File: config.mk
export PLATFORM = sky130hd
export DESIGN_NAME = tx_desc_fetch
export DESIGN_NICKNAME = d
export VERILOG_FILES = /design/src/rtl/tdf_pkg.sv /design/src/rtl/tdf_desc_mem.sv /design/src/rtl/tdf_regs.sv /design/src/rtl/tdf_walker.sv /design/src/rtl/tx_desc_fetch.sv
export SDC_FILE = /design/constraint.sdc
export NUM_CORES = 2
export LEC_CHECK = 0
export CAP_MARGIN = 20
export CORE_ASPECT_RATIO = 0.6
export CORE_MARGIN = 2
export CORE_UTILIZATION = 50
export CTS_CLUSTER_DIAMETER = 200
export DETAILED_ROUTE_END_ITERATION = 7
export PLACE_DENSITY_LB_ADDON = 0.08
export SYNTH_ARGS = -nofsm -noshare
export SYNTH_HDL_FRONTEND = slang
export SYNTH_SLANG_ARGS = --single-unit
File: constraint.sdc
create_clock -name clk -period 11.82 [get_ports clk]
set_input_delay 1.182 -clock clk [delete_from_list [all_inputs] [get_ports clk]]
set_output_delay 1.182 -clock clk [all_outputs]
set_load 0.02 [all_outputs]
File: src/rtl/tdf_pkg.sv
`timescale 1ns/1ps
package tdf_pkg;
  localparam int OWN_BIT = 31;

  // flag positions, default layout (word 0)
  localparam int DF_IRQ = 30;
  localparam int DF_LST = 29;
  localparam int DF_FST = 28;
  localparam int DF_NCR = 27;
  localparam int DF_END = 21;
  localparam int DF_CHN = 20;

  // flag positions, alternate layout (word 1)
  localparam int AF_IRQ = 31;
  localparam int AF_LST = 30;
  localparam int AF_FST = 29;
  localparam int AF_NCR = 26;
  localparam int AF_END = 25;
  localparam int AF_CHN = 24;

  localparam logic [1:0] RA_CTRL = 2'd0;
  localparam logic [1:0] RA_BASE = 2'd1;
  localparam logic [1:0] RA_POLL = 2'd2;

  typedef enum logic [2:0] {
    WS_IDLE, WS_RD0, WS_RD1, WS_RD2, WS_RD3, WS_REQ, WS_WB, WS_SUSP
  } walk_st_e;

  typedef struct packed {
    logic irq_en;
    logic last;
    logic first;
    logic no_crc;
    logic wrap;
    logic chain;
  } dflags_t;

  function automatic dflags_t decode_flags(input logic [31:0] w0,
                                           input logic [31:0] w1,
                                           input logic alt);
    dflags_t f;
    if (alt) begin
      f.irq_en = w1[AF_IRQ];
      f.last   = w1[AF_LST];
      f.first  = w1[AF_FST];
      f.no_crc = w1[AF_NCR];
      f.wrap   = w1[AF_END];
      f.chain  = w1[AF_CHN];
    end else begin
      f.irq_en = w0[DF_IRQ];
      f.last   = w0[DF_LST];
      f.first  = w0[DF_FST];
      f.no_crc = w0[DF_NCR];
      f.wrap   = w0[DF_END];
      f.chain  = w0[DF_CHN];
    end
    return f;
  endfunction
endpackage

File: src/rtl/tdf_desc_mem.sv
`timescale 1ns/1ps
module tdf_desc_mem #(
  parameter int WORDS = 32,
  localparam int AW = $clog2(WORDS)
) (
  input  logic          clk,
  input  logic          rst_n,
  input  logic [AW-1:0] e_addr,
  output logic [31:0]   e_rdata,
  input  logic          e_we,
  input  logic [31:0]   e_wdata,
  input  logic [AW-1:0] h_addr,
  output logic [31:0]   h_rdata,
  input  logic          h_we,
  input  logic [31:0]   h_wdata
);
  logic [31:0] store [WORDS];

  // host write placed last so it overrides an engine write to the same word
  always_ff @(posedge clk) begin
    if (!rst_n) begin
      for (int i = 0; i < WORDS; i++) store[i] <= '0;
    end else begin
      if (e_we) store[e_addr] <= e_wdata;
      if (h_we) store[h_addr] <= h_wdata;
    end
  end

  assign e_rdata = store[e_addr];
  assign h_rdata = store[h_addr];

  a_r11_host_write_lands: assert property (@(posedge clk) disable iff (!rst_n)
    h_we |=> (h_addr != $past(h_addr)) || (h_rdata == $past(h_wdata)));
endmodule

File: src/rtl/tdf_regs.sv
`timescale 1ns/1ps
module tdf_regs
  import tdf_pkg::*;
#(
  parameter int MEM_AW = 5,
  localparam int IDX_W = MEM_AW - 2
) (
  input  logic             clk,
  input  logic             rst_n,
  input  logic             reg_we,
  input  logic [1:0]       reg_addr,
  input  logic [31:0]      reg_wdata,
  input  logic             alt_sel,
  input  logic             eng_idle,
  output logic             start_q,
  output logic             alt_q,
  output logic             poll_p,
  output logic             base_ld,
  output logic [IDX_W-1:0] base_new,
  output logic [IDX_W-1:0] base_idx
);
  logic unused_wbits;
  assign unused_wbits = ^{reg_wdata[31:MEM_AW], reg_wdata[1]};

  assign base_ld  = reg_we && (reg_addr == RA_BASE) && !start_q && eng_idle;
  assign base_new = reg_wdata[MEM_AW-1:2];
  assign poll_p   = reg_we && (reg_addr == RA_POLL) && reg_wdata[0];

  always_ff @(posedge clk) begin
    if (!rst_n) begin
      start_q  <= 1'b0;
      alt_q    <= 1'b0;
      base_idx <= '0;
    end else begin
      if (reg_we && (reg_addr == RA_CTRL)) start_q <= reg_wdata[0];
      if (!start_q && eng_idle) alt_q <= alt_sel;
      if (base_ld) base_idx <= base_new;
    end
  end

  a_r10_base_only_stopped: assert property (@(posedge clk) disable iff (!rst_n)
    !$stable(base_idx) |-> $past(!start_q && eng_idle));
  a_r7_layout_only_stopped: assert property (@(posedge clk) disable iff (!rst_n)
    !$stable(alt_q) |-> $past(!start_q && eng_idle));
endmodule

File: src/rtl/tdf_walker.sv
`timescale 1ns/1ps
module tdf_walker
  import tdf_pkg::*;
#(
  parameter int IDX_W = 3,
  parameter int LEN_W = 11
) (
  input  logic             clk,
  input  logic             rst_n,
  input  logic             start,
  input  logic             alt,
  input  logic             poll,
  input  logic             base_ld,
  input  logic [IDX_W-1:0] base_new,
  input  logic [IDX_W-1:0] base_idx,
  output logic [IDX_W+1:0] m_addr,
  input  logic [31:0]      m_rdata,
  output logic             m_we,
  output logic [31:0]      m_wdata,
  output logic             req_valid,
  input  logic             req_ready,
  output logic [31:0]      req_addr,
  output logic [LEN_W-1:0] req_len,
  output logic             req_first,
  output logic             req_last,
  output logic             req_nocrc,
  output logic             irq,
  output logic             idle,
  output logic             suspended
);
  walk_st_e         st;
  logic [IDX_W-1:0] cur;
  logic [IDX_W-1:0] link_idx;
  logic [IDX_W-1:0] nxt_idx;
  logic [31:0]      w0, w1, w2;
  dflags_t          flg;
  logic [1:0]       off;
  logic             unused_w1;

  assign unused_w1 = ^w1[23:LEN_W];

  always_comb begin
    unique case (st)
      WS_RD1:  off = 2'd1;
      WS_RD2:  off = 2'd2;
      WS_RD3:  off = 2'd3;
      default: off = 2'd0;
    endcase
  end

  always_comb begin
    if (flg.chain)     nxt_idx = link_idx;
    else if (flg.wrap) nxt_idx = base_idx;
    else               nxt_idx = cur + {{(IDX_W-1){1'b0}}, 1'b1};
  end

  assign m_addr    = {cur, off};
  assign m_we      = (st == WS_WB);
  assign m_wdata   = {1'b0, w0[OWN_BIT-1:0]};
  assign req_valid = (st == WS_REQ);
  assign req_addr  = w2;
  assign req_len   = w1[LEN_W-1:0];
  assign req_first = flg.first;
  assign req_last  = flg.last;
  assign req_nocrc = flg.no_crc;
  assign idle      = (st == WS_IDLE);
  assign suspended = (st == WS_SUSP);

  always_ff @(posedge clk) begin
    if (!rst_n) begin
      st       <= WS_IDLE;
      cur      <= '0;
      link_idx <= '0;
      w0       <= '0;
      w1       <= '0;
      w2       <= '0;
      flg      <= '0;
      irq      <= 1'b0;
    end else begin
      irq <= 1'b0;
      unique case (st)
        WS_IDLE: begin
          if (base_ld) cur <= base_new;
          if (start) st <= WS_RD0;
        end
        WS_RD0: begin
          if (!start)                 st <= WS_IDLE;
          else if (!m_rdata[OWN_BIT]) st <= WS_SUSP;
          else begin
            w0 <= m_rdata;
            st <= WS_RD1;
          end
        end
        WS_RD1: begin
          w1 <= m_rdata;
          st <= WS_RD2;
        end
        WS_RD2: begin
          w2 <= m_rdata;
          st <= WS_RD3;
        end
        WS_RD3: begin
          link_idx <= m_rdata[IDX_W+1:2];
          flg      <= decode_flags(w0, w1, alt);
          st       <= (w1[LEN_W-1:0] == '0) ? WS_WB : WS_REQ;
        end
        WS_REQ: begin
          if (req_ready) st <= WS_WB;
        end
        WS_WB: begin
          cur <= nxt_idx;
          irq <= flg.irq_en;
          st  <= WS_RD0;
        end
        WS_SUSP: begin
          if (!start)    st <= WS_IDLE;
          else if (poll) st <= WS_RD0;
        end
        default: st <= WS_IDLE;
      endcase
    end
  end

  a_r2_request_held: assert property (@(posedge clk) disable iff (!rst_n)
    req_valid && !req_ready |=> req_valid && $stable(req_addr) && $stable(req_len));
  a_r9_no_empty_request: assert property (@(posedge clk) disable iff (!rst_n)
    req_valid |-> req_len != '0);
  a_r8_irq_follows_writeback: assert property (@(posedge clk) disable iff (!rst_n)
    irq |-> $past(m_we));
  a_r4_suspend_holds: assert property (@(posedge clk) disable iff (!rst_n)
    suspended && start && !poll |=> suspended);
endmodule

File: src/rtl/tx_desc_fetch.sv
`timescale 1ns/1ps
module tx_desc_fetch #(
  parameter int DESC_NUM = 8,
  parameter int LEN_W = 11,
  localparam int WORDS = DESC_NUM * 4,
  localparam int AW = $clog2(WORDS),
  localparam int IDX_W = AW - 2
) (
  input  logic             clk,
  input  logic             rst_n,
  input  logic             reg_we,
  input  logic [1:0]       reg_addr,
  input  logic [31:0]      reg_wdata,
  input  logic             alt_layout,
  input  logic             host_we,
  input  logic [AW-1:0]    host_addr,
  input  logic [31:0]      host_wdata,
  output logic [31:0]      host_rdata,
  output logic             req_valid,
  input  logic             req_ready,
  output logic [31:0]      req_addr,
  output logic [LEN_W-1:0] req_len,
  output logic             req_first,
  output logic             req_last,
  output logic             req_nocrc,
  output logic             tx_irq,
  output logic             tx_suspended
);
  logic             start_q, alt_q, poll_p, base_ld, eng_idle;
  logic [IDX_W-1:0] base_new, base_idx;
  logic [AW-1:0]    e_addr;
  logic [31:0]      e_rdata, e_wdata;
  logic             e_we;

  tdf_regs #(.MEM_AW(AW)) u_regs (
    .clk(clk), .rst_n(rst_n),
    .reg_we(reg_we), .reg_addr(reg_addr), .reg_wdata(reg_wdata),
    .alt_sel(alt_layout), .eng_idle(eng_idle),
    .start_q(start_q), .alt_q(alt_q), .poll_p(poll_p),
    .base_ld(base_ld), .base_new(base_new), .base_idx(base_idx)
  );

  tdf_desc_mem #(.WORDS(WORDS)) u_mem (
    .clk(clk), .rst_n(rst_n),
    .e_addr(e_addr), .e_rdata(e_rdata), .e_we(e_we), .e_wdata(e_wdata),
    .h_addr(host_addr), .h_rdata(host_rdata), .h_we(host_we), .h_wdata(host_wdata)
  );

  tdf_walker #(.IDX_W(IDX_W), .LEN_W(LEN_W)) u_walk (
    .clk(clk), .rst_n(rst_n),
    .start(start_q), .alt(alt_q), .poll(poll_p),
    .base_ld(base_ld), .base_new(base_new), .base_idx(base_idx),
    .m_addr(e_addr), .m_rdata(e_rdata), .m_we(e_we), .m_wdata(e_wdata),
    .req_valid(req_valid), .req_ready(req_ready), .req_addr(req_addr),
    .req_len(req_len), .req_first(req_first), .req_last(req_last),
    .req_nocrc(req_nocrc), .irq(tx_irq), .idle(eng_idle),
    .suspended(tx_suspended)
  );
endmodule

# Word-level counts from Yosys, hierarchy flattened
# Memory sizes are Yosys's and may differ from the RTL's.
# Cells that the tools add are included.
[word_totals] ramBits=1024 wordCells=76 regBits=116 memories=1 out_inout_bits=81
[memory_table] name="u_mem.store" depth=32 word_bits=32 rd=2 rd_ports_with_merged_regs=0 wr=32 line_no="tdf_desc_mem.sv:17" rtl="logic [31:0] store [WORDS];"
[classes] n_mux=27 add_sub_neg=1 n_reduce_logical=18 eq_ne=13
[ops] cell="$mux W32" count=2
[ops] cell="$reduce_or A32 Y1" count=2
[ops] cell="$mux W3" count=9
[ops] cell="$pmux W3 S8" count=1
[ops] cell="$eq A3 B3 Y1 const B" count=4
[ops] cell="$logic_not A11 Y1" count=1
[ops] cell="$mux W5" count=2
[ops] cell="$mux W1" count=9
[ops] cell="$logic_and A1 B1 Y1" count=7
[ops] cell="$eq A3 B2 Y1 const B" count=2
[ops] cell="$mux W6" count=1
[ops] cell="$pmux W2 S3" count=1
[ops] cell="$pmux W3 S2" count=1
[ops] cell="$reduce_and A3 Y1" count=2
[ops] cell="$ne A2 B2 Y1 const B" count=2
[ops] cell="$reduce_and A2 Y1" count=2
[ops] cell="$add A3 B1 Y3 const B" count=1
[ops] cell="$eq A3 B1 Y1 const B" count=1
[ops] cell="$logic_not A3 Y1" count=1
[ops] cell="$ne A3 B3 Y1 const B" count=1
[ops] cell="$eq A2 B1 Y1 const B" count=1
[ops] cell="$eq A2 B2 Y1 const B" count=1
[ops] cell="$logic_not A2 Y1" count=1
[ops] cell="$mux W2" count=1
[ops] cell="3 further kinds" count=3

# Logic depth before layout (Yosys ltp)
[logic_depth] ltp_word=6 depth_mapped=11 mapped_depth_nobuf=7

# Hierarchy
# Synthesis repeated with hierarchy kept, for this count alone.
[hier_totals] cells_unflattened=5105 hier_area_um2=62628.8
[modules_own_cells] mod="tdf_desc_mem" cells_each=4607 area_each_um2=58492.3 seq_area_each_um2=30749.5 n_inst=1
[modules_own_cells] mod="tdf_walker" cells_each=472 area_each_um2=3876.2 seq_area_each_um2=1921.8 n_inst=1
[modules_own_cells] mod="tdf_regs" cells_each=26 area_each_um2=260.2 seq_area_each_um2=100.1 n_inst=1

# Worst setup path after synthesis
# Ideal clock, no wire load.
[synth_timing] kind="input-to-reg" startpoint="input port host_addr[1]" endpoint="memory u_mem.store[14][0], enable pin" stages=4 t_required_ns=11.354 t_arrival_ns=4.170 slack_ns=7.184 setup_time_ns=0.466 path_cell_list="clkbuf_1 -> nand4b_1 -> clkbuf_1 -> o21ai_0"
[synth_lines] element="start, declared" line_no="tx_desc_fetch.sv:16" rtl="input logic [AW-1:0] host_addr,"
[synth_lines] element="end, declared" line_no="tdf_desc_mem.sv:17"

# Worst setup path after layout
[layout_timing] startpoint="input port host_addr[1]" endpoint="output port host_rdata[0]"
[layout_between] elab_chain_cells=1
[layout_lines] element="$mem_v2 Z32 W32"
[layout_lines] element="end, declared" line_no="tx_desc_fetch.sv:18" rtl="output logic [31:0] host_rdata,"
# Every way passes these cells.

==> impl_metrics.ini <==
[synthesis]
synth.ff_latch_count = 1125
syn_area_per_cell_um2 = 12.9
synthDistinctLibCells = 61
synth_common_cells = 1,024 x edfxtp_1, 795 x and2_1, 365 x a22oi_1
synthDominantCellAreaShare_pct = 51.6
synth_nets = 4698
synthesis.yosys.warnings = 0
syn-instance-count = 4620
synth-seq-area-share_pct = 55.0
synthesis.area_mm2 = 0.0596
synth_top_flop_cell = edfxtp_1
synth_edf_count = 1024
async_flop_share_pct = 0
yosys.cell_count.top_type = edfxtp_1
cell_taking_the_most_area_after_synthesis = edfxtp_1
synth_area_leaders = edfxtp_1 52%, mux4_2 9.7%, and2_1 8.3%

[placed_design]
routabilityCongestion = 0.933
buffer_ports.inserted = 129
detailed_place.area_mm2 = 0.0626
dp_hpwl_um = 151000

[floorplanning]
floorplan.die.width_um = 450
chipHeight_um = 271
num_rows = 98
io_pins = 158
fp.coreArea_mm2 = 0.119
floorplan.initialDensity_pct = 50.2
die_area_mm2 = 0.122

[finish]
final_layout_size_suffix_gt1_share_pct = 22.0
flow.area_growth_from_synthesis_pct = 11.8
nNetsFinal = 4564
fill_cells = 9827
fin_area_mm2 = 0.0666

[worst_setup_path]
worstPathBufferInverterCount = 4
timing.rr.start = u_walk.st[0]
r2r.worst_path.cells = 9
critical-path-slowest-cell = buf_4
setup.worst_path.end_class = output pin
reg2reg_to = u_walk.w0[6]
worst_setup_path_start_kind = input port
worstPathArrival_ns = 5.42
worst_path_dominant_cell_family = buffers and inverters
crit_path_max_incr_delay_ns = 0.91
cell_by_cell_listing_of_the_critical_path = buf_8 > buf_12 > buf_4 > mux4_2 > a22oi_1 > nand4_1 > clkdlybuf4s50_1
setup.worst_path.class = input port to output pin
path_max_fanout = 86
cp.required_ns = 10.64
regToRegSetupSlack_ns = 5.98
critical_path.startpoint = host_addr[1]

[pwr]
p_per_area_mw_per_mm2 = 138
intPower_w = 0.00687
power_switching_share_pct = 25.5
power_frac_comb_pct = 10.1
net-switching-power_w = 0.00236
seq_power_share_pct = 50.4
irDropWorstVdd_mv = 0.110
power_frac_clock_pct = 39.5
power.leakage_nw = 22.2

[global_route]
first_pass_grt_wire_length_um = 350000
gr-usage-all-layers_pct = 41.5
grt_overflow_total = 0
antenna_violations_before_repair = 19
maximum_number_of_pins_on_one_net_before_global_route_repair = 132
first_global_vias = 41700

[drt]
totalWireLength_um = 259000
first_pass_iters = 6
drt-vias-per-instance = 7.37
ant_nets = 0
avgRoutedWirePerCell_um = 41.8
drc_errors = 0
drt_first_iter_violations = 9392
routed-via-count = 45700

[timing]
skew_ns = 0.0349
timing.final.max_slew_violations = 0
rsz0062_at_grt = no
fin_tns_setup_ns = 0
fmaxAchievable_mhz = 152
maxSlewHeadroom_pct = 15.2
worst-slew-pin-transition_ns = 1.27
timing.final.crit_period_ns = 6.60
setup_viol = 0
finalHoldViolations = 0
min_period_over_period_pct = 55.8
whs_ns = 0.486

[hold_path]
holdCritPathClass = flop to flop
holdPathEnd = u_regs.base_idx[1]
holdPathStages = 2
min-delay-start = u_regs.base_idx[1]

[clock_network]
clk-insertion-delay-late_ns = 0.78
cts_buffers = 111
cts_tree = done
cts-htree-levels = 3
post_cts.repair.setup_buffers = 0
root_buffer = clkbuf_16
clk_transition_reported_paths_ns = 0.06
cts.repair.resized = 0
clkSinkCount = 1125
postCtsHoldBufs = 0
cts-root-to-sink-buffers = 3

[flow_run]
maxCapViolCount = 0

[run_status]
status = finished clean
==> cells in the final DEF (no fill, tap or decap), types with 12 or more instances in the layout <==
cell / netlist / routed
nor4_2: 30 / 30
dfxtp_1: 101 / 100
a311oi_1: 35 / 35
nand4_1: 35 / 35
a211oi_1: 12 / 12
nand3_1: 243 / 239
mux2i_1: 48 / 48
a22o_1: 248 / 248
clkbuf_8: 0 / 19
nand2_1: 29 / 27
edfxtp_1: 1024 / 1024
clkinv_2: 0 / 24
o21ai_1: 13 / 13
nor3_1: 39 / 26
nor2_1: 124 / 89
o21ai_4: 0 / 24
clkbuf_1: 328 / 30
a21oi_1: 261 / 261
a22oi_1: 365 / 365
mux4_2: 256 / 256
nor2_4: 0 / 35
and2_1: 795 / 793
buf_4: 16 / 159
clkdlybuf4s50_1: 0 / 126
or4_1: 26 / 26
a221oi_1: 16 / 16
mux2_2: 252 / 252
clkbuf_16: 0 / 117
==> layer usage <==
| layer | share of wire (%) | track usage, % | vias up | wire length [um] |
|---|---|---|---|---|
| li1 | - | - | 17700 | - |
| met1 | 38 | 58.2 | 23000 | 98500 |
| met5 | 0.045 | 0.495 | - | 116 |
| met4 | 4.3 | 15.4 | 8 | 11000 |
| met2 | 39 | 53.1 | 4319 | 100000 |
| met3 | 19 | 22.6 | 630 | 49300 |
==> power groups by stage <==
stage               clock network [W]  registers [W]  logic (W)
CTS                           0.00362        0.00464   0.000887
floorplan                           0        0.00469   0.000512
detailed placement                  0        0.00472   0.000882
global route                  0.00378        0.00466   0.000945
finish                        0.00364        0.00465   0.000935
global placement                    0        0.00471   0.000875
==> cell type report <==
cell class              count  area, um^2  area share [%]
diodes                     11        27.5          0.0413
clock buffers             168        3300            4.95
clock inverters            43         308           0.462
inverters                   7        27.5          0.0413
multi-input cells        2929       25200            37.9
flip-flops and latches   1125       32800            49.2
well taps                1600        2000            3.00
repair buffers            312        2950            4.43
==> through the flow <==
| step | std cells | util [%] | total power, W | setup WS (ns) |
|---|---|---|---|---|
| 3_5_place_dp | 5949 | 52.8 | 0.00560 | 5.27 |
| 6_report | 6195 | 56.1 | 0.00922 | 5.22 |
| 2_1_floorplan | 4620 | - | 0.00520 | 7.18 |
| 3_3_place_gp | 5942 | 52.7 | 0.00559 | 5.27 |
| 4_1_cts | 6160 | 55.8 | 0.00915 | 5.28 |
| 5_1_grt | 6187 | 56.1 | 0.00939 | 5.00 |
==> logic make-up (layout without fill, tap and decap cells) <==
family	after synthesis	count (layout)	share of synthesized area (%)
simple gates	1357	1357	13.5
flops	1125	1125	55.0
compound gates	1011	1011	12.1
buf+inv	566	530	4.05
mux	558	558	15.3
xor+xnor	2	2	0.0294
fa+ha+maj	1	1	0.0210
other cells	0	11	0
==> worst min-delay path, cell delays in order (launching register included) <==
cell	delay (ns)
dfxtp_1	0.31
nand2b_1	0.07
a21oi_1	0.06
==> registers in the layout, summed over array words and instances, names as in the netlist <==
signal            cells
u_walk.req_nocrc      1
u_walk.st             3
u_walk.cur            3
u_walk.irq            1
u_walk.link_idx       3
u_regs.base_idx       3
u_walk.w0            31
u_walk.req_addr      32
u_regs.start_q        1
u_walk.req_first      1
u_walk.w1            17
u_walk.flg            3
u_regs.alt_q          1
u_walk.req_last       1
u_mem.store        1024
==> worst max-delay path by stage <==
stage | to | slack, ns | depth (start not counted)
6_report | host_rdata[0] | 5.22 | 7
4_1_cts | host_rdata[21] | 5.28 | 7
5_1_grt | host_rdata[0] | 5.00 | 7
2_1_floorplan | u_mem.store[14][0] | 7.18 | 4
3_3_place_gp | host_rdata[0] | 5.27 | 7
3_5_place_dp | host_rdata[21] | 5.27 | 7
Power figures use the tool's default switching activity.
